### src/rtl/epp_rd_pkg.sv
package epp_rd_pkg;

  typedef enum logic [1:0] {
    ST_IDLE   = 2'd0,
    ST_SETUP  = 2'd1,
    ST_STROBE = 2'd2,
    ST_RESP   = 2'd3
  } rd_state_e;

endpackage

### src/rtl/epp_rd_sync.sv
module epp_rd_sync #(
  parameter int WIDTH  = 1,
  parameter int STAGES = 2
) (
  input  logic             clk,
  input  logic             rst_n,
  input  logic [WIDTH-1:0] d_i,
  output logic [WIDTH-1:0] q_o
);

  logic [WIDTH-1:0] stage_q [STAGES];

  for (genvar s = 0; s < STAGES; s++) begin : g_stage
    always_ff @(posedge clk or negedge rst_n) begin
      if (!rst_n) begin
        stage_q[s] <= '0;
      end else begin
        if (s == 0) stage_q[s] <= d_i;
        else        stage_q[s] <= stage_q[(s == 0) ? 0 : s-1];
      end
    end
  end

  assign q_o = stage_q[STAGES-1];

endmodule

### src/rtl/epp_rd_timer.sv
module epp_rd_timer #(
  parameter int W = 16
) (
  input  logic         clk,
  input  logic         rst_n,
  input  logic         load,
  input  logic [W-1:0] load_val,
  input  logic         dec,
  output logic         zero
);

  logic [W-1:0] cnt_q;

  always_ff @(posedge clk or negedge rst_n) begin
    if (!rst_n) begin
      cnt_q <= '0;
    end else if (load) begin
      cnt_q <= load_val;
    end else if (dec && (cnt_q != '0)) begin
      cnt_q <= cnt_q - 1'b1;
    end
  end

  assign zero = (cnt_q == '0);

endmodule

### src/rtl/epp_rd_fsm.sv
module epp_rd_fsm
  import epp_rd_pkg::*;
#(
  parameter int DATA_W = 8
) (
  input  logic              clk,
  input  logic              rst_n,
  input  logic              cfg_dir,
  input  logic              req_valid,
  input  logic              req_is_addr,
  output logic              req_ready,
  output logic              rsp_valid,
  input  logic              rsp_ready,
  output logic [DATA_W-1:0] rsp_data,
  output logic              rsp_timeout,
  input  logic              wait_hi,
  input  logic [DATA_W-1:0] pd_i,
  input  logic              tmr_zero,
  output logic              tmr_load,
  output logic              tmr_dec,
  output logic              tmo_event,
  output logic              n_datastb,
  output logic              n_addrstb
);

  rd_state_e         state_q, state_d;
  logic              is_addr_q;
  logic [DATA_W-1:0] data_q;
  logic              tmo_q;
  logic              accept;
  logic              finish_ok;
  logic              finish_tmo;

  assign req_ready = (state_q == ST_IDLE) && cfg_dir;
  assign accept    = req_valid && req_ready;
  assign rsp_valid = (state_q == ST_RESP);

  always_comb begin
    state_d    = state_q;
    tmr_load   = 1'b0;
    tmr_dec    = 1'b0;
    finish_ok  = 1'b0;
    finish_tmo = 1'b0;
    unique case (state_q)
      ST_IDLE:   if (accept) state_d = ST_SETUP;
      ST_SETUP: begin
        tmr_load = 1'b1;
        state_d  = ST_STROBE;
      end
      ST_STROBE: begin
        if (wait_hi) begin
          finish_ok = 1'b1;
          state_d   = ST_RESP;
        end else if (tmr_zero) begin
          finish_tmo = 1'b1;
          state_d    = ST_RESP;
        end else begin
          tmr_dec = 1'b1;
        end
      end
      ST_RESP:   if (rsp_ready) state_d = ST_IDLE;
      default:   state_d = ST_IDLE;
    endcase
  end

  assign tmo_event = finish_tmo;

  always_ff @(posedge clk or negedge rst_n) begin
    if (!rst_n) begin
      state_q   <= ST_IDLE;
      is_addr_q <= 1'b0;
      data_q    <= '0;
      tmo_q     <= 1'b0;
      n_datastb <= 1'b1;
      n_addrstb <= 1'b1;
    end else begin
      state_q <= state_d;
      if (accept) is_addr_q <= req_is_addr;
      if (finish_ok) begin
        data_q <= pd_i;
        tmo_q  <= 1'b0;
      end else if (finish_tmo) begin
        data_q <= '0;
        tmo_q  <= 1'b1;
      end
      n_datastb <= !((state_d == ST_STROBE) && !is_addr_q);
      n_addrstb <= !((state_d == ST_STROBE) &&  is_addr_q);
    end
  end

  assign rsp_data    = data_q;
  assign rsp_timeout = tmo_q;

endmodule

### src/rtl/epp_host_read.sv
module epp_host_read #(
  parameter int DATA_W      = 8,
  parameter int TMO_W       = 16,
  parameter int SYNC_STAGES = 2
) (
  input  logic              clk,
  input  logic              rst_n,
  input  logic              cfg_dir,
  input  logic [TMO_W-1:0]  cfg_timeout,
  input  logic              cfg_reset_periph,
  input  logic              spp_ovr_en,
  input  logic              spp_ovr_val,
  input  logic              timeout_clr,
  input  logic              req_valid,
  output logic              req_ready,
  input  logic              req_is_addr,
  output logic              rsp_valid,
  input  logic              rsp_ready,
  output logic [DATA_W-1:0] rsp_data,
  output logic              rsp_timeout,
  output logic              timeout_sticky,
  input  logic [DATA_W-1:0] pd_i,
  output logic              pd_oe,
  output logic              n_write,
  output logic              n_datastb,
  output logic              n_addrstb,
  input  logic              nwait_n,
  output logic              n_reset_o,
  input  logic              intr_in,
  output logic              intr_o
);

  localparam int SYNC_W = 2;

  logic [SYNC_W-1:0] async_in, synced;
  logic              wait_hi;
  logic              tmr_zero, tmr_load, tmr_dec, tmo_event;
  logic              sticky_q, nrst_q;

  assign async_in = {intr_in, nwait_n};

  epp_rd_sync #(.WIDTH(SYNC_W), .STAGES(SYNC_STAGES)) u_sync (
    .clk   (clk),
    .rst_n (rst_n),
    .d_i   (async_in),
    .q_o   (synced)
  );

  assign wait_hi = synced[0];
  assign intr_o  = synced[1];

  epp_rd_timer #(.W(TMO_W)) u_timer (
    .clk      (clk),
    .rst_n    (rst_n),
    .load     (tmr_load),
    .load_val (cfg_timeout),
    .dec      (tmr_dec),
    .zero     (tmr_zero)
  );

  epp_rd_fsm #(.DATA_W(DATA_W)) u_fsm (
    .clk         (clk),
    .rst_n       (rst_n),
    .cfg_dir     (cfg_dir),
    .req_valid   (req_valid),
    .req_is_addr (req_is_addr),
    .req_ready   (req_ready),
    .rsp_valid   (rsp_valid),
    .rsp_ready   (rsp_ready),
    .rsp_data    (rsp_data),
    .rsp_timeout (rsp_timeout),
    .wait_hi     (wait_hi),
    .pd_i        (pd_i),
    .tmr_zero    (tmr_zero),
    .tmr_load    (tmr_load),
    .tmr_dec     (tmr_dec),
    .tmo_event   (tmo_event),
    .n_datastb   (n_datastb),
    .n_addrstb   (n_addrstb)
  );

  always_ff @(posedge clk or negedge rst_n) begin
    if (!rst_n) begin
      sticky_q <= 1'b0;
      nrst_q   <= 1'b1;
    end else begin
      if (tmo_event)        sticky_q <= 1'b1;
      else if (timeout_clr) sticky_q <= 1'b0;
      nrst_q <= !cfg_reset_periph;
    end
  end

  assign timeout_sticky = sticky_q;
  assign n_reset_o      = nrst_q;
  assign pd_oe          = !cfg_dir;
  assign n_write        = spp_ovr_en ? spp_ovr_val : cfg_dir;

endmodule

### config.mk
export PLATFORM = sky130hd
export DESIGN_NAME = epp_host_read
export DESIGN_NICKNAME = d
export VERILOG_FILES = /design/src/rtl/epp_rd_pkg.sv /design/src/rtl/epp_rd_sync.sv /design/src/rtl/epp_rd_timer.sv /design/src/rtl/epp_rd_fsm.sv /design/src/rtl/epp_host_read.sv
export SDC_FILE = /design/constraint.sdc
export NUM_CORES = 1
export LEC_CHECK = 0
export BUFFER_PORTS_ARGS = -buffer_cell sky130_fd_sc_hd__buf_2
export CAP_MARGIN = 20
export CORE_ASPECT_RATIO = 1.2
export CORE_MARGIN = 2
export CORE_UTILIZATION = 51
export CTS_CLUSTER_SIZE = 14
export DETAILED_ROUTE_END_ITERATION = 8
export GPL_TIMING_DRIVEN = 0
export HOLD_SLACK_MARGIN = 0.12
export PLACE_DENSITY = 0.84
export SKIP_LAST_GASP = 1
export SYNTH_ARGS = -nofsm -noshare
export SYNTH_HDL_FRONTEND = slang
export SYNTH_HIERARCHICAL = 1
export SYNTH_SLANG_ARGS = --single-unit
### constraint.sdc
create_clock -name clk -period 3.1 [get_ports clk]
set_clock_uncertainty 0.05 [all_clocks]
set_input_delay 0 -clock clk [delete_from_list [all_inputs] [get_ports clk]]
set_output_delay 0 -clock clk [all_outputs]
set_load 0.05 [all_outputs]
# Yosys cells after proc, flatten, opt, wreduce, memory -nomap -nowiden
# Index checks and enable logic that the tools add are counted.
op_classes:
  add_sub_neg: 1
  multipliers: 0
  n_div: 0
  n_lt_le_gt_ge: 0
  n_eq_ne: 4
  shifts: 0
  muxes: 23
  bitwise_logic: 0
  reduce_logical: 16
op_table:
  columns: ["op", "n"]
  rows:
  - ["$mux 16", 2]
  - ["$logic_not 16->1", 1]
  - ["$mux 8", 2]
  - ["$reduce_bool 16->1", 1]
  - ["$sub 16x1->16 const B", 1]
  - ["$mux 1", 14]
  - ["$mux 2", 4]
  - ["$pmux 2 s4", 1]
  - ["$eq 2x2->1 const B", 3]
  - ["$reduce_bool 2->1", 3]
  - ["$logic_and 1x1->1", 5]
  - ["$logic_not 1->1", 5]
  - ["$eq 2x1->1 const B", 1]
  - ["$logic_not 2->1", 1]
word_totals:
  reg_bits: 36
  latchBits: 0
  ram_bits: 0
  mem_bits_ro: 0
  inputBits: 36
  output_inout_bits: 18
  elab_cells: 55
  n_memories: 0

# Logic depth before layout (Yosys ltp)
# Gate-level depths: netlist of the first run.
depth:
  depth_word: 8
  ltp_mapped: 10
  mapped_depth_nobuf: 10

# Cells and area by module
# Netlist of the first run, hierarchy kept.
by_module_without_submodules:
  columns: ["module", "n_inst", "cells_per_inst", "area_per_inst_um2", "seq_area_each_um2"]
  rows:
  - ["epp_rd_timer", 1, 124, 1063.5, 400.4]
  - ["epp_rd_fsm", 1, 42, 571.8, 352.8]
  - ["epp_rd_sync", 1, 6, 115.1, 100.1]
  - ["epp_host_read", 1, 8, 82.6, 51.3]

# Worst setup path after synthesis of the first run
# No wires, ideal clock.
synth_timing:
  path_type: "flip-flop to flip-flop"
  start: "reg u_timer.cnt_q[0]"
  end: "reg u_timer.cnt_q[11]"
  setup_ps: 82
  t_arrival_ps: 2545
  t_required_ps: 2968
  setup_slack_ps: 423
  stages_incl_launch_ff: 11
  n_path_buf: 0
  synth_period_minus_slack_ps: 2677
  cell_sequence: "dfrtp_1 inv_1 ha_1 nor4b_1 nand4_1 inv_1 nor3b_2 nor4b_1 nand2_1 or4_1 a31oi_1"
synth_between:
  elab_chain_cells: 6
  elab_cells_between_ends: 10
  cone_classes: "add/sub (1); mux (5); reduce/logical (4)"
synth_lines:
  columns: ["item", "line", "rtl"]
  rows:
  - ["start, declared", "epp_rd_timer.sv:12", "logic [W-1:0] cnt_q;"]
  - ["start signal, assigned", "epp_rd_timer.sv:18", "cnt_q <= load_val;"]
  - ["start signal, assigned", "epp_rd_timer.sv:20", "cnt_q <= cnt_q - 1'b1;"]
  - ["$logic_not 16->1", "epp_rd_timer.sv:24", "assign zero = (cnt_q == '0);"]
  - ["net tmr_zero", "epp_host_read.sv:37", "logic tmr_zero, tmr_load, tmr_dec, tmo_event;"]
  - ["$mux 1", "epp_rd_fsm.sv:54", "end else if (tmr_zero) begin"]
  - ["$mux 1", "epp_rd_fsm.sv:51", "if (wait_hi) begin"]
  - ["$mux 1", "epp_rd_fsm.sv:44", "unique case (state_q)"]
  - ["net tmr_dec", "epp_host_read.sv:37", null]
  - ["$logic_and 1x1->1", "epp_rd_timer.sv:19", "end else if (dec && (cnt_q != '0)) begin"]
  - ["$reduce_bool 2->1 (no source line)", null, null]
# The timed path passes the listed nets, and every way through them passes these cells. The select of a mux whose other input is x is not followed.
# A chain may end at the register's enable or synchronous reset.

# Worst setup path in the final report of the first run
layout_timing:
  start: "reg u_timer.cnt_q[0]"
  end: "reg u_timer.cnt_q[6]"
# The elaborated chain is that of the path after synthesis.

==> results.ini, run 1 <==
[die]
fp.dieW_um = 58.7
dieHeight_um = 69.7
placeable_area_um2 = 3400
fp.dieArea_um2 = 4090
ioPinCount = 54
effective_utilization_at_floorplan_pct = 54.0
placementRows = 23

[final_layout]
nNetsFinal = 312
synthToLayoutAreaGrowth_pct = 41.6
fraction_of_final_layout_cells_with_drive_strength_greater_than_1_pct = 30.4
layout.filler_cells = 218
fin_util_pct = 76.5
diodes = 0
combined_area_of_the_multi_input_logic_cells_um2 = 855
register_area_um2 = 905
final_area_um2 = 2600

[worst_setup_path]
worstSetupStartpoint = u_timer/cnt_q[0]$_DFFE_PN0P_
cpMaxStageDelayCell = sky130_fd_sc_hd__nor4b_1
worst-r2r-setup-slack_ns = 0.23
critical_path.max_stage_delay_ns = 0.53
critPathArrivalTime_ns = 2.98
worst_setup_path_class = flip-flop to flip-flop
worstSetupEndpointType = flip-flop
critPathMaxFanout = 7
worst_ep_required_time_ns = 3.21
kind_of_start_point_of_the_critical_path = flip-flop
worstReg2RegStart = u_timer/cnt_q[0]$_DFFE_PN0P_
critPathMostFrequentCell = sky130_fd_sc_hd__inv_1
critical_path.cell_chain = inv_1 > ha_1 > nor4b_1 > nand4_1 > inv_1 > nor3b_4 > and4bb_2 > and2_1 > a22oi_1 > o21ai_1
logic_depth_of_the_worst_register_to_register_path = 10

[sta]
clock.fmax_mhz = 349
final-max-slew-violation-count = 0
tightest_slew_ns = 0.792
max-slew-margin-rel_pct = 47.2
finalCritPeriodShare_pct = 92.5
rsz0062_at_grt = true
setup_viol = 0
post-route-min-period_ns = 2.87
timing.final.hold_violations = 0
fin_tns_setup_ns = 0
finalWorstSetupSlack_ns = 0.232

[cts]
root_buffer = sky130_fd_sc_hd__clkbuf_8
clk_transition_reported_paths_ns = 0.07
clock_tree.htree_level_count = 2
clkSinkCount = 36
cts_buffer_count = 5
tritoncts = done
worst_skew_pair.late_latency_ns = 0.29
clock_tree_buffer_depth = 2

[placement]
placed_cell_area_um2 = 2140
dp_worst_setup_slack_ns = -0.0207
port_buffers = 53
detailed_place_hpwl_um = 2860
place_congestion = 0.817

[synth]
synth_enable_flop_cells = 0
synth-seq-cells = 36
yosys.area.top_type = sky130_fd_sc_hd__dfrtp_1
synth_nets = 217
synth_top_area_share_pct = 45.1
synthesis.area_per_instance_um2 = 10.2
synth_sequential_area_ratio_pct = 49.4
postSynthCellCount = 180
synth-warning-count = 6
synth_cell_types = 49
synth_flop_cell = sky130_fd_sc_hd__dfrtp_1
postSynth.asyncResetShare_pct = 100
synth_area_um2 = 1830
post_synth_main_area_contributors = sky130_fd_sc_hd__dfrtp_1, sky130_fd_sc_hd__dfstp_2, sky130_fd_sc_hd__a22o_1, sky130_fd_sc_hd__nand2_1, sky130_fd_sc_hd__nor2_1

[global_routing]
maximum_number_of_pins_on_one_net_before_global_route_repair = 37
grt_pass1_wl_um = 7990
overflow = 0
track_usage_pct = 25.8
number_of_antenna_violations_at_the_first_check_in_global_routing = 0
first_global_vias = 1744

[route]
ant_nets = 0
wl_per_cell_um = 15.8
route.vias.total = 1755
routed_wl_um = 4930
firstDrtPassIters = 6
drt-vias-per-instance = 5.61
drc_errors = 3
first_iter_violations = 71

[outcome]
failed_checks = design-rule violations
status = complete, but fails checks

[flow_run]
number_of_maximum_capacitance_constraint_violations = 0

[power_and_ir_drop]
power-per-cell-area_nw_per_um2 = 863
leakage_nw = 1.17
peakVddDrop_mv = 0.648

[min_path]
hold_path_class = primary input to async pin

-- cell usage in the layout (no fill, tap or decap), drive strengths merged, types with 4 or more instances in the layout --
| master | n |
|---|---|
| buf | 59 |
| dlygate4sd3 | 33 |
| dfrtp | 33 |
| nand2 | 16 |
| nor2 | 16 |
| o21ai | 13 |
| clkbuf | 11 |
| inv | 9 |
| a21oi | 9 |
| a22o | 8 |
| a31oi | 6 |
| or4 | 5 |
| nor3 | 5 |
| and2 | 5 |
| nor4 | 4 |
| nor2b | 4 |
-- final timing paths --
kind / endpoint
max: u_timer/cnt_q[6]$_DFFE_PN0P_
min: u_timer/cnt_q[3]$_DFFE_PN0P_
max reg2reg: u_timer/cnt_q[6]$_DFFE_PN0P_
min reg2reg: u_sync/q_o[1]$_DFF_PN0_
max in group asynchronous: u_fsm/is_addr_q$_DFFE_PN0P_
min in group clk: n_reset_o$_DFF_PN1_
-- logic make-up after synthesis --
family | Yosys count | share of synthesized area [%]
and+or+nand+nor | 74 | 24.1
AOI/OAI and AO/OA | 47 | 18.2
DFF | 36 | 49.4
buffers and inverters | 17 | 4.71
muxes | 4 | 2.53
xor gates and xnor gates | 1 | 0.478
adders and majority gates | 1 | 0.682
-- synth_stat cells (2+ instances only) --
master	number
sky130_fd_sc_hd__a21oi_1	9
sky130_fd_sc_hd__a22o_1	8
sky130_fd_sc_hd__a31oi_1	6
sky130_fd_sc_hd__and2_1	3
sky130_fd_sc_hd__buf_4	2
sky130_fd_sc_hd__buf_6	2
sky130_fd_sc_hd__clkbuf_1	4
sky130_fd_sc_hd__dfrtp_1	33
sky130_fd_sc_hd__dfstp_2	3
sky130_fd_sc_hd__inv_1	9
sky130_fd_sc_hd__mux2i_1	2
sky130_fd_sc_hd__nand2_1	16
sky130_fd_sc_hd__nand3_1	2
sky130_fd_sc_hd__nand4_1	3
sky130_fd_sc_hd__nand4b_1	3
sky130_fd_sc_hd__nor2_1	16
sky130_fd_sc_hd__nor2b_1	3
sky130_fd_sc_hd__nor3_1	4
sky130_fd_sc_hd__nor4_1	3
sky130_fd_sc_hd__nor4b_1	2
sky130_fd_sc_hd__o21ai_0	5
sky130_fd_sc_hd__o21ai_1	6
sky130_fd_sc_hd__o21ai_2	2
sky130_fd_sc_hd__o31ai_1	2
sky130_fd_sc_hd__o41ai_1	2
sky130_fd_sc_hd__or3_1	3
sky130_fd_sc_hd__or4_1	5
-- state kept, by name, indices dropped and copies added, names as in the netlist --
register           flops
n_reset_o              1
timeout_sticky         1
u_fsm/is_addr_q        1
u_fsm/n_addrstb        1
u_fsm/n_datastb        1
u_fsm/rsp_data         8
u_fsm/rsp_timeout      1
u_fsm/state_q          2
u_sync/q_o             2
u_sync/stage_q         2
u_timer/cnt_q         16
-- what timing repair did --
| action | 4_1_cts | 5_1_grt |
|---|---|---|
| resized for setup | 1 | 1 |
| buffers inserted | 0 | 2 |
| hold endpoints to repair | 64 | 0 |
| hold buffers | 33 | 0 |
| setup endpoints to repair | 1 | 6 |
| pin swaps | 0 | 1 |
-- through the flow --
step                      instances  power (mW)  hold slack (ns)
final                           313        2.24            0.281
after CTS                       311        2.19            0.286
after global routing            313        2.37            0.295
after floorplan                 180        1.56           -0.346
after global placement          270        1.77           0.0582
after detailed placement        270        1.80           0.0594
-- where the power goes --
group          internal [mW]  switching [mW]  total (mW)
clock                  0.180           0.170       0.351
sequential             0.665           0.206       0.871
combinational          0.392           0.626        1.02
total                   1.24            1.00        2.24
-- critical path: cells and delay by family (launching register included) --
kind	cells	cell delay, ns
compound gates	2	0.27
fa+ha+maj	1	0.22
buf+inv	2	0.37
flops	1	0.41
simple gates	5	1.42
-- per-layer routing --
layer / up-vias / global-route usage (%) / share of wire, %
met1: 847 / 27.2 / 38
met4: 0 / 8.33 / 2.1
met3: 10 / 6.53 / 4.5
met2: 51 / 47.9 / 55
li1: 847 / - / -
met5: - / 0 / 0
-- cell type report --
type | instances | area share [%]
Buffer | 8 | 2.02
Tap cell | 37 | 1.78
Sequential cell | 36 | 34.8
Inverter | 9 | 1.30
Timing Repair Buffer | 88 | 23.5
Multi-Input combinational cell | 127 | 32.9
Clock buffer | 7 | 3.33
Clock inverter | 1 | 0.289
(Power assumes the default switching activity.)
==> run 2: changes to the inputs <==
--- a/config.mk
+++ b/config.mk
@@ -5,16 +5,17 @@
 export SDC_FILE = /design/constraint.sdc
 export NUM_CORES = 1
 export LEC_CHECK = 0
+export ABC_AREA = 1
 export BUFFER_PORTS_ARGS = -buffer_cell sky130_fd_sc_hd__buf_2
 export CAP_MARGIN = 20
 export CORE_ASPECT_RATIO = 1.2
 export CORE_MARGIN = 2
-export CORE_UTILIZATION = 51
+export CORE_UTILIZATION = 53
 export CTS_CLUSTER_SIZE = 14
 export DETAILED_ROUTE_END_ITERATION = 8
 export GPL_TIMING_DRIVEN = 0
 export HOLD_SLACK_MARGIN = 0.12
-export PLACE_DENSITY = 0.84
+export PLACE_DENSITY = 0.85
 export SKIP_LAST_GASP = 1
 export SYNTH_ARGS = -nofsm -noshare
 export SYNTH_HDL_FRONTEND = slang
==> results.ini, run 2 <==
[worst_setup_path]
critical_path.cell_chain = inv_1 > ha_1 > inv_1 > nor2_2 > nand3_1 > nor2_2 > nand2_1 > nor4_2 > nor3_1 > nand2_4 > nand2_4 > buf_6 > nand2_1 > nand2_1
critical_path.max_stage_delay_ns = 0.38  ; -0.15 ns
worst_ep_required_time_ns = 3.23  ; +0.02 ns
worstSetupEndpointType = flip-flop
worstSetupStartpoint = u_timer/cnt_q[0]$_DFFE_PN0P_
cp_num_buf_inv = 3  ; +1
kind_of_start_point_of_the_critical_path = flip-flop
worst_setup_path_class = flip-flop to flip-flop
critPathMostFrequentCell = sky130_fd_sc_hd__nand2_1
cpMaxStageDelayCell = sky130_fd_sc_hd__dfrtp_1
largest_delay_share_family_worst_path = simple AND/OR/NAND/NOR gates
worstReg2RegStart = u_timer/cnt_q[0]$_DFFE_PN0P_
critPathMaxFanout = 10  ; +3
critPathArrivalTime_ns = 2.67  ; -0.31 ns

[power_and_ir_drop]
power-per-cell-area_nw_per_um2 = 887  ; +2.8%
peakVddDrop_mv = 0.664  ; +2.5%
leakage_nw = 1.46  ; +24%

[sta]
setup_viol = 0  ; unchanged
rsz0062_at_grt = false
final-max-slew-violation-count = 0  ; unchanged
clock.fmax_mhz = 395  ; +13%
tightest_slew_ns = 0.798  ; +0.00587 ns
max-slew-margin-rel_pct = 46.8  ; -0.39 points
finalCritPeriodShare_pct = 81.7  ; -11 points
post-route-min-period_ns = 2.53  ; -0.334 ns
fin_tns_setup_ns = 0  ; unchanged
timing.final.hold_violations = 0  ; unchanged

[synth]
synthMostInstantiatedCell = sky130_fd_sc_hd__nand2_1
synth-warning-count = 6  ; unchanged
synth_enable_flop_cells = 0  ; unchanged
synth_cell_types = 29  ; -41%
share_of_the_synthesized_area_in_compound_gates_ao_oa_aoi_oai_pct = 5.83  ; -12 points
postSynthCellCount = 271  ; +51%
yosys.area.top_type = sky130_fd_sc_hd__dfrtp_1
synth_nets = 308  ; +42%
main_combinational_cell_family_by_area_after_synthesis = simple AND/OR/NAND/NOR gates
post_synth_and_or_nand_nor_area_fraction_pct = 39.2  ; +15 points
synth_sequential_area_ratio_pct = 43.5  ; -5.9 points
synth_top_area_share_pct = 39.7  ; -5.4 points
xor_and_xnor_area_share_after_synthesis_pct = 2.53  ; +2.0 points
post_synth_mux_area_share_pct = 0  ; -2.5 points
synth_common_cells = sky130_fd_sc_hd__nand2_1, sky130_fd_sc_hd__dfrtp_1, sky130_fd_sc_hd__nor2_1
postSynth.asyncResetShare_pct = 100  ; unchanged
synth_fa_ha_area_share_pct = 0.601  ; -0.081 points
synth-seq-cells = 36  ; unchanged
synthesis.area_per_instance_um2 = 7.68  ; -25%
post_synth_main_area_contributors = sky130_fd_sc_hd__dfrtp_1, sky130_fd_sc_hd__nand2_1, sky130_fd_sc_hd__nand3_1, sky130_fd_sc_hd__nor2_1, sky130_fd_sc_hd__inv_1
synth_area_um2 = 2080  ; +14%
synth_flop_cell = sky130_fd_sc_hd__dfrtp_1

[final_layout]
mostFrequentLayoutCells = sky130_fd_sc_hd__nand2_1, sky130_fd_sc_hd__buf_2, sky130_fd_sc_hd__dlygate4sd3_1, sky130_fd_sc_hd__dfrtp_1, sky130_fd_sc_hd__nor2_1
nNetsFinal = 403  ; +29%
synthToLayoutAreaGrowth_pct = 37.5
final_area_um2 = 2860  ; +10%
flip_flop_count_of_the_largest_register_after_layout = 16  ; unchanged
mostFrequentLayoutCell = sky130_fd_sc_hd__nand2_1
diodes = 0  ; unchanged
fraction_of_final_layout_cells_with_drive_strength_greater_than_1_pct = 29.2  ; -1.3 points
final_cells = 419  ; +34%
largest_register = u_timer/cnt_q

[placement]
port_buffers = 53  ; unchanged
detailed_place_hpwl_um = 3270  ; +14%
place_congestion = 0.922  ; +13%
dp_cells = 376  ; +39%
placed_cell_area_um2 = 2410  ; +12%

[cts]
worst_skew_pair.late_latency_ns = 0.29  ; about the same
tritoncts = done
clock_tree_buffer_depth = 2  ; unchanged
clkSinkCount = 36  ; unchanged
clk_transition_reported_paths_ns = 0.07  ; about the same
clock_tree.htree_level_count = 2  ; unchanged
root_buffer = sky130_fd_sc_hd__clkbuf_8
postCtsResizedCells = 0  ; -1
cts_buffer_count = 5  ; unchanged

[route]
wl_per_cell_um = 13.2  ; -16%
drt-vias-per-instance = 4.96  ; -12%
route.vias.total = 2078  ; +18%
topRoutingLayerUsed = met4
met1_length_um = 2140  ; +14%
routed_wl_um = 5510  ; +12%
met2WireLength_um = 2940  ; +7.3%
first_iter_violations = 114  ; +61%
drc_errors = 0  ; -3
wl_met3_um = 268  ; +21%
firstDrtPassIters = 6  ; unchanged
ant_nets = 0  ; unchanged

[global_routing]
track_usage_pct = 28.3  ; +2.5 points
first_global_vias = 2074  ; +19%
grt_pass1_wl_um = 9210  ; +15%
number_of_antenna_violations_at_the_first_check_in_global_routing = 0  ; unchanged
maximum_number_of_pins_on_one_net_before_global_route_repair = 37  ; unchanged
overflow = 0  ; unchanged

[outcome]
status = finished, final reports clean

[die]
dieHeight_um = 72.6  ; +4.3%
ioPinCount = 54  ; unchanged
placementRows = 24  ; +4.3%
fp.dieArea_um2 = 4450  ; +8.7%
effective_utilization_at_floorplan_pct = 56.3  ; +2.4 points
fp.dieW_um = 61.2  ; +4.2%
placeable_area_um2 = 3690  ; +8.8%

[min_path]
hold_path_class = primary input to async pin

[flow_run]
number_of_maximum_capacitance_constraint_violations = 0  ; unchanged

run 2: kinds of logic (layout without fill, tap and decap cells):
| group | count (synthesis) | count (layout) |
|---|---|---|
| AO/OA/AOI/OAI | 20 | 20 |
| XOR/XNOR | 6 | 6 |
| adder cells (fa/ha/maj) | 1 | 1 |
| buffers and inverters | 38 | 134 |
| flip-flops | 36 | 36 |
| AND/OR/NAND/NOR | 170 | 170 |
run 2: area by class of cell:
cell class / count / area [um^2]
multi-input combinational: 197 / 1000
sequential: 36 / 905
fill: 273 / 832
timing repair buffer: 88 / 616
inverter: 30 / 113
clock buffer: 8 / 100
tap: 52 / 65.1
buffer: 8 / 61.3
run 2: per-layer routing:
metal / global-route usage [%] / up-vias
li1: - / 1032
met1: 31.9 / 962
met2: 49.6 / 69
met3: 7.27 / 15
met4: 10.9 / 0
met5: 0 / -
run 2: path summary, 6_finish.rpt:
check                                                 to  slack, ns  cells after the start
max                        u_timer/cnt_q[11]$_DFFE_PN0P_       0.57                     14
max reg2reg                u_timer/cnt_q[11]$_DFFE_PN0P_       0.57                     14
min                         u_timer/cnt_q[5]$_DFFE_PN0P_       0.28                      2
min reg2reg                      u_sync/q_o[1]$_DFF_PN0_       0.30                      0
max in group asynchronous    u_sync/stage_q[3]$_DFF_PN0_       2.21                      2
min in group clk                 u_sync/q_o[1]$_DFF_PN0_       0.30                      0
run 2: power breakdown:
group          internal [mW]  switching [mW]  total [mW]
logic                  0.435           0.924        1.36
clock network          0.203           0.163       0.366
registers              0.655           0.158       0.813
total                   1.29            1.24        2.54
run 2: what timing repair did:
item / CTS / global route
setup endpoints to repair: 0 / 0
hold buffers: 35 / 0
hold endpoints to repair: 66 / 0
setup buffers: 0 / 0
run 2: stage by stage:
stage	total power [mW]	hold slack, ns	util (%)	setup WS, ns
floorplan	1.80	-0.346	-	0.984
global placement	2.05	0.0580	65.3	0.687
detailed placement	2.09	0.0600	65.3	0.635
CTS	2.51	0.288	77.5	0.618
global route	2.72	0.301	77.5	0.418
finish	2.54	0.276	77.5	0.566
==> run 3: changes to the inputs <==
--- a/config.mk
+++ b/config.mk
@@ -10,12 +10,12 @@
 export CAP_MARGIN = 20
 export CORE_ASPECT_RATIO = 1.2
 export CORE_MARGIN = 2
-export CORE_UTILIZATION = 53
+export CORE_UTILIZATION = 47
 export CTS_CLUSTER_SIZE = 14
 export DETAILED_ROUTE_END_ITERATION = 8
 export GPL_TIMING_DRIVEN = 0
 export HOLD_SLACK_MARGIN = 0.12
-export PLACE_DENSITY = 0.85
+export PLACE_DENSITY = 0.8
 export SKIP_LAST_GASP = 1
 export SYNTH_ARGS = -nofsm -noshare
 export SYNTH_HDL_FRONTEND = slang
==> constraint.sdc (replaced) <==
create_clock -name clk -period 2.1 [get_ports clk]
set_clock_uncertainty 0.05 [all_clocks]
set_input_delay 0 -clock clk [delete_from_list [all_inputs] [get_ports clk]]
set_output_delay 0 -clock clk [all_outputs]
set_load 0.05 [all_outputs]
==> results.ini, run 3 (same netlist as run 2, synthesis figures left out) <==
[sta]
fin_tns_setup_ns = 0  ; unchanged
setup_viol = 0  ; unchanged
finalCritPeriodShare_pct = 97.5  ; +16 points
final-max-slew-violation-count = 0  ; unchanged
hold_slack_ns = 0.291  ; +0.0147 ns
post-route-min-period_ns = 2.05  ; -0.487 ns
tightest_slew_ns = 0.807  ; +0.00832 ns
clock.fmax_mhz = 488  ; +24%
rsz0062_at_grt = true
max-slew-margin-rel_pct = 46.2  ; -0.55 points
timing.final.hold_violations = 0  ; unchanged

[die]
placeable_area_um2 = 4260  ; +15%
fp.dieW_um = 64.7  ; +5.8%
dieHeight_um = 76.9  ; +5.8%
ioPinCount = 54  ; unchanged
placementRows = 26  ; +8.3%
fp.dieArea_um2 = 4980  ; +12%
effective_utilization_at_floorplan_pct = 48.8  ; -7.5 points

[cts]
worst_skew_pair.late_latency_ns = 0.28  ; about the same
clock_tree.htree_level_count = 2  ; unchanged
root_buffer = sky130_fd_sc_hd__clkbuf_8
clkSinkCount = 36  ; unchanged
clk_transition_reported_paths_ns = 0.08  ; about the same
cts_buffer_count = 5  ; unchanged
tritoncts = done
clock_tree_buffer_depth = 2  ; unchanged

[final_layout]
nNetsFinal = 420  ; +4.2%
diodes = 0  ; unchanged
final_cells = 440  ; +5.0%
final_area_um2 = 3090  ; +8.1%
synthToLayoutAreaGrowth_pct = 48.6
mostFrequentLayoutCells = sky130_fd_sc_hd__nand2_1, sky130_fd_sc_hd__buf_2, sky130_fd_sc_hd__dlygate4sd3_1, sky130_fd_sc_hd__dfrtp_1
mostFrequentLayoutCell = sky130_fd_sc_hd__nand2_1
flip_flop_count_of_the_largest_register_after_layout = 16  ; unchanged
largest_register = u_timer/cnt_q
fraction_of_final_layout_cells_with_drive_strength_greater_than_1_pct = 35.9  ; +6.8 points

[power_and_ir_drop]
peakVddDrop_mv = 1.09  ; +65%
leakage_nw = 1.56  ; +6.7%
power-per-cell-area_nw_per_um2 = 1330  ; +50%

[global_routing]
first_global_vias = 2158  ; +4.1%
grt_pass1_wl_um = 9490  ; +3.1%
number_of_antenna_violations_at_the_first_check_in_global_routing = 0  ; unchanged
overflow = 0  ; unchanged
track_usage_pct = 24.2  ; -4.1 points
maximum_number_of_pins_on_one_net_before_global_route_repair = 37  ; unchanged

[worst_setup_path]
worst_ep_required_time_ns = 2.22  ; -1.01 ns
largest_delay_share_family_worst_path = simple AND/OR/NAND/NOR gates
critical_path.cell_chain = inv_2 > ha_4 > inv_2 > nor2_4 > nand3_2 > nor2_4 > nand2_2 > nor4_4 > nor3_2 > nand2_4 > nand2_8 > buf_12 > nand3_2 > nand2_1
worst_setup_path_class = flip-flop to flip-flop
logic_depth_of_the_worst_register_to_register_path = 14  ; unchanged
critPathMaxFanout = 6  ; -4
critical_path.max_stage_delay_ns = 0.40  ; +0.02 ns
cpMaxStageDelayCell = sky130_fd_sc_hd__dfrtp_1
worstSetupEndpointType = flip-flop
worst-r2r-setup-slack_ns = 0.05  ; -0.51 ns
kind_of_start_point_of_the_critical_path = flip-flop
cp_num_buf_inv = 3  ; unchanged
reg2reg_to = u_timer/cnt_q[14]$_DFFE_PN0P_
worstReg2RegStart = u_timer/cnt_q[0]$_DFFE_PN0P_
critPathArrivalTime_ns = 2.17  ; -0.50 ns

[route]
ant_nets = 0  ; unchanged
routed_wl_um = 5930  ; +7.6%
drt-vias-per-instance = 4.89  ; -1.4%
route.vias.total = 2151  ; +3.5%
firstDrtPassIters = 4  ; -2
drc_errors = 0  ; unchanged
first_iter_violations = 125  ; +9.6%
wl_per_cell_um = 13.5  ; +2.5%

[min_path]
hold_path_class = primary input to async pin

[placement]
detailed_place_hpwl_um = 3360  ; +2.8%
port_buffers = 53  ; unchanged
dp_cells = 380  ; +1.1%
place_congestion = 0.916  ; -0.63%
placed_cell_area_um2 = 2420  ; +0.57%

[flow_run]
number_of_maximum_capacitance_constraint_violations = 0  ; unchanged

[outcome]
status = finished, final reports clean

-- run 3: final cells by class --
cell class	count	area [um^2]
Buffer	8	73.8
Clock buffer	6	72.6
Clock inverter	2	12.5
Fill cell	310	1170
Inverter	30	113
Multi-Input combinational cell	197	1070
Sequential cell	36	906
Tap cell	56	70.1
Timing Repair Buffer	105	776
-- run 3: power breakdown --
| part | leakage, nW | switching, mW | internal, mW |
|---|---|---|---|
| Clock | 0.0412 | 0.247 | 0.232 |
| Sequential | 0.433 | 0.253 | 0.967 |
| Combinational | 1.09 | 1.50 | 0.904 |
| Total | 1.56 | 2.00 | 2.10 |
-- run 3: per-stage QoR --
step / total power, mW / setup WS (ns) / util, %
after detailed placement: 3.10 / -0.266 / 56.9
after CTS: 3.79 / 0.0173 / 69.6
after global placement: 3.04 / -0.229 / 56.9
final: 4.10 / 0.0528 / 72.6
after floorplan: 2.67 / 0.0335 / -
after global routing: 4.38 / -0.0573 / 72.6
-- run 3: worst max path at each step --
stage	slack, ns	cells after the start	from	to
after floorplan	0.03	14	u_timer/cnt_q[0]$_DFFE_PN0P_	u_timer/cnt_q[6]$_DFFE_PN0P_
after global placement	-0.23	14	u_timer/cnt_q[0]$_DFFE_PN0P_	u_timer/cnt_q[14]$_DFFE_PN0P_
after detailed placement	-0.27	14	u_timer/cnt_q[0]$_DFFE_PN0P_	u_timer/cnt_q[14]$_DFFE_PN0P_
after CTS	0.02	14	u_timer/cnt_q[1]$_DFFE_PN0P_	u_timer/cnt_q[14]$_DFFE_PN0P_
after global routing	-0.06	14	u_timer/cnt_q[0]$_DFFE_PN0P_	u_timer/cnt_q[14]$_DFFE_PN0P_
final	0.05	14	u_timer/cnt_q[0]$_DFFE_PN0P_	u_timer/cnt_q[14]$_DFFE_PN0P_
-- run 3: timing repair --
| item | CTS | global route |
|---|---|---|
| hold endpoints to repair | 66 | 0 |
| gates cloned | 0 | 2 |
| pin swaps | 5 | 8 |
| endpoints found under the setup margin | 27 | 30 |
| resized for setup | 11 | 10 |
| buffers inserted | 8 | 8 |
| hold buffers | 35 | 0 |
-- run 3: metal layers --
layer | vias up | GRT usage [%] | part of all wire [%]
met4 | 0 | 10.0 | 2.0
met3 | 12 | 5.28 | 5.8
met2 | 81 | 43.8 | 54
met1 | 991 | 26.7 | 38
li1 | 1067 | - | -
met5 | - | 0 | 0
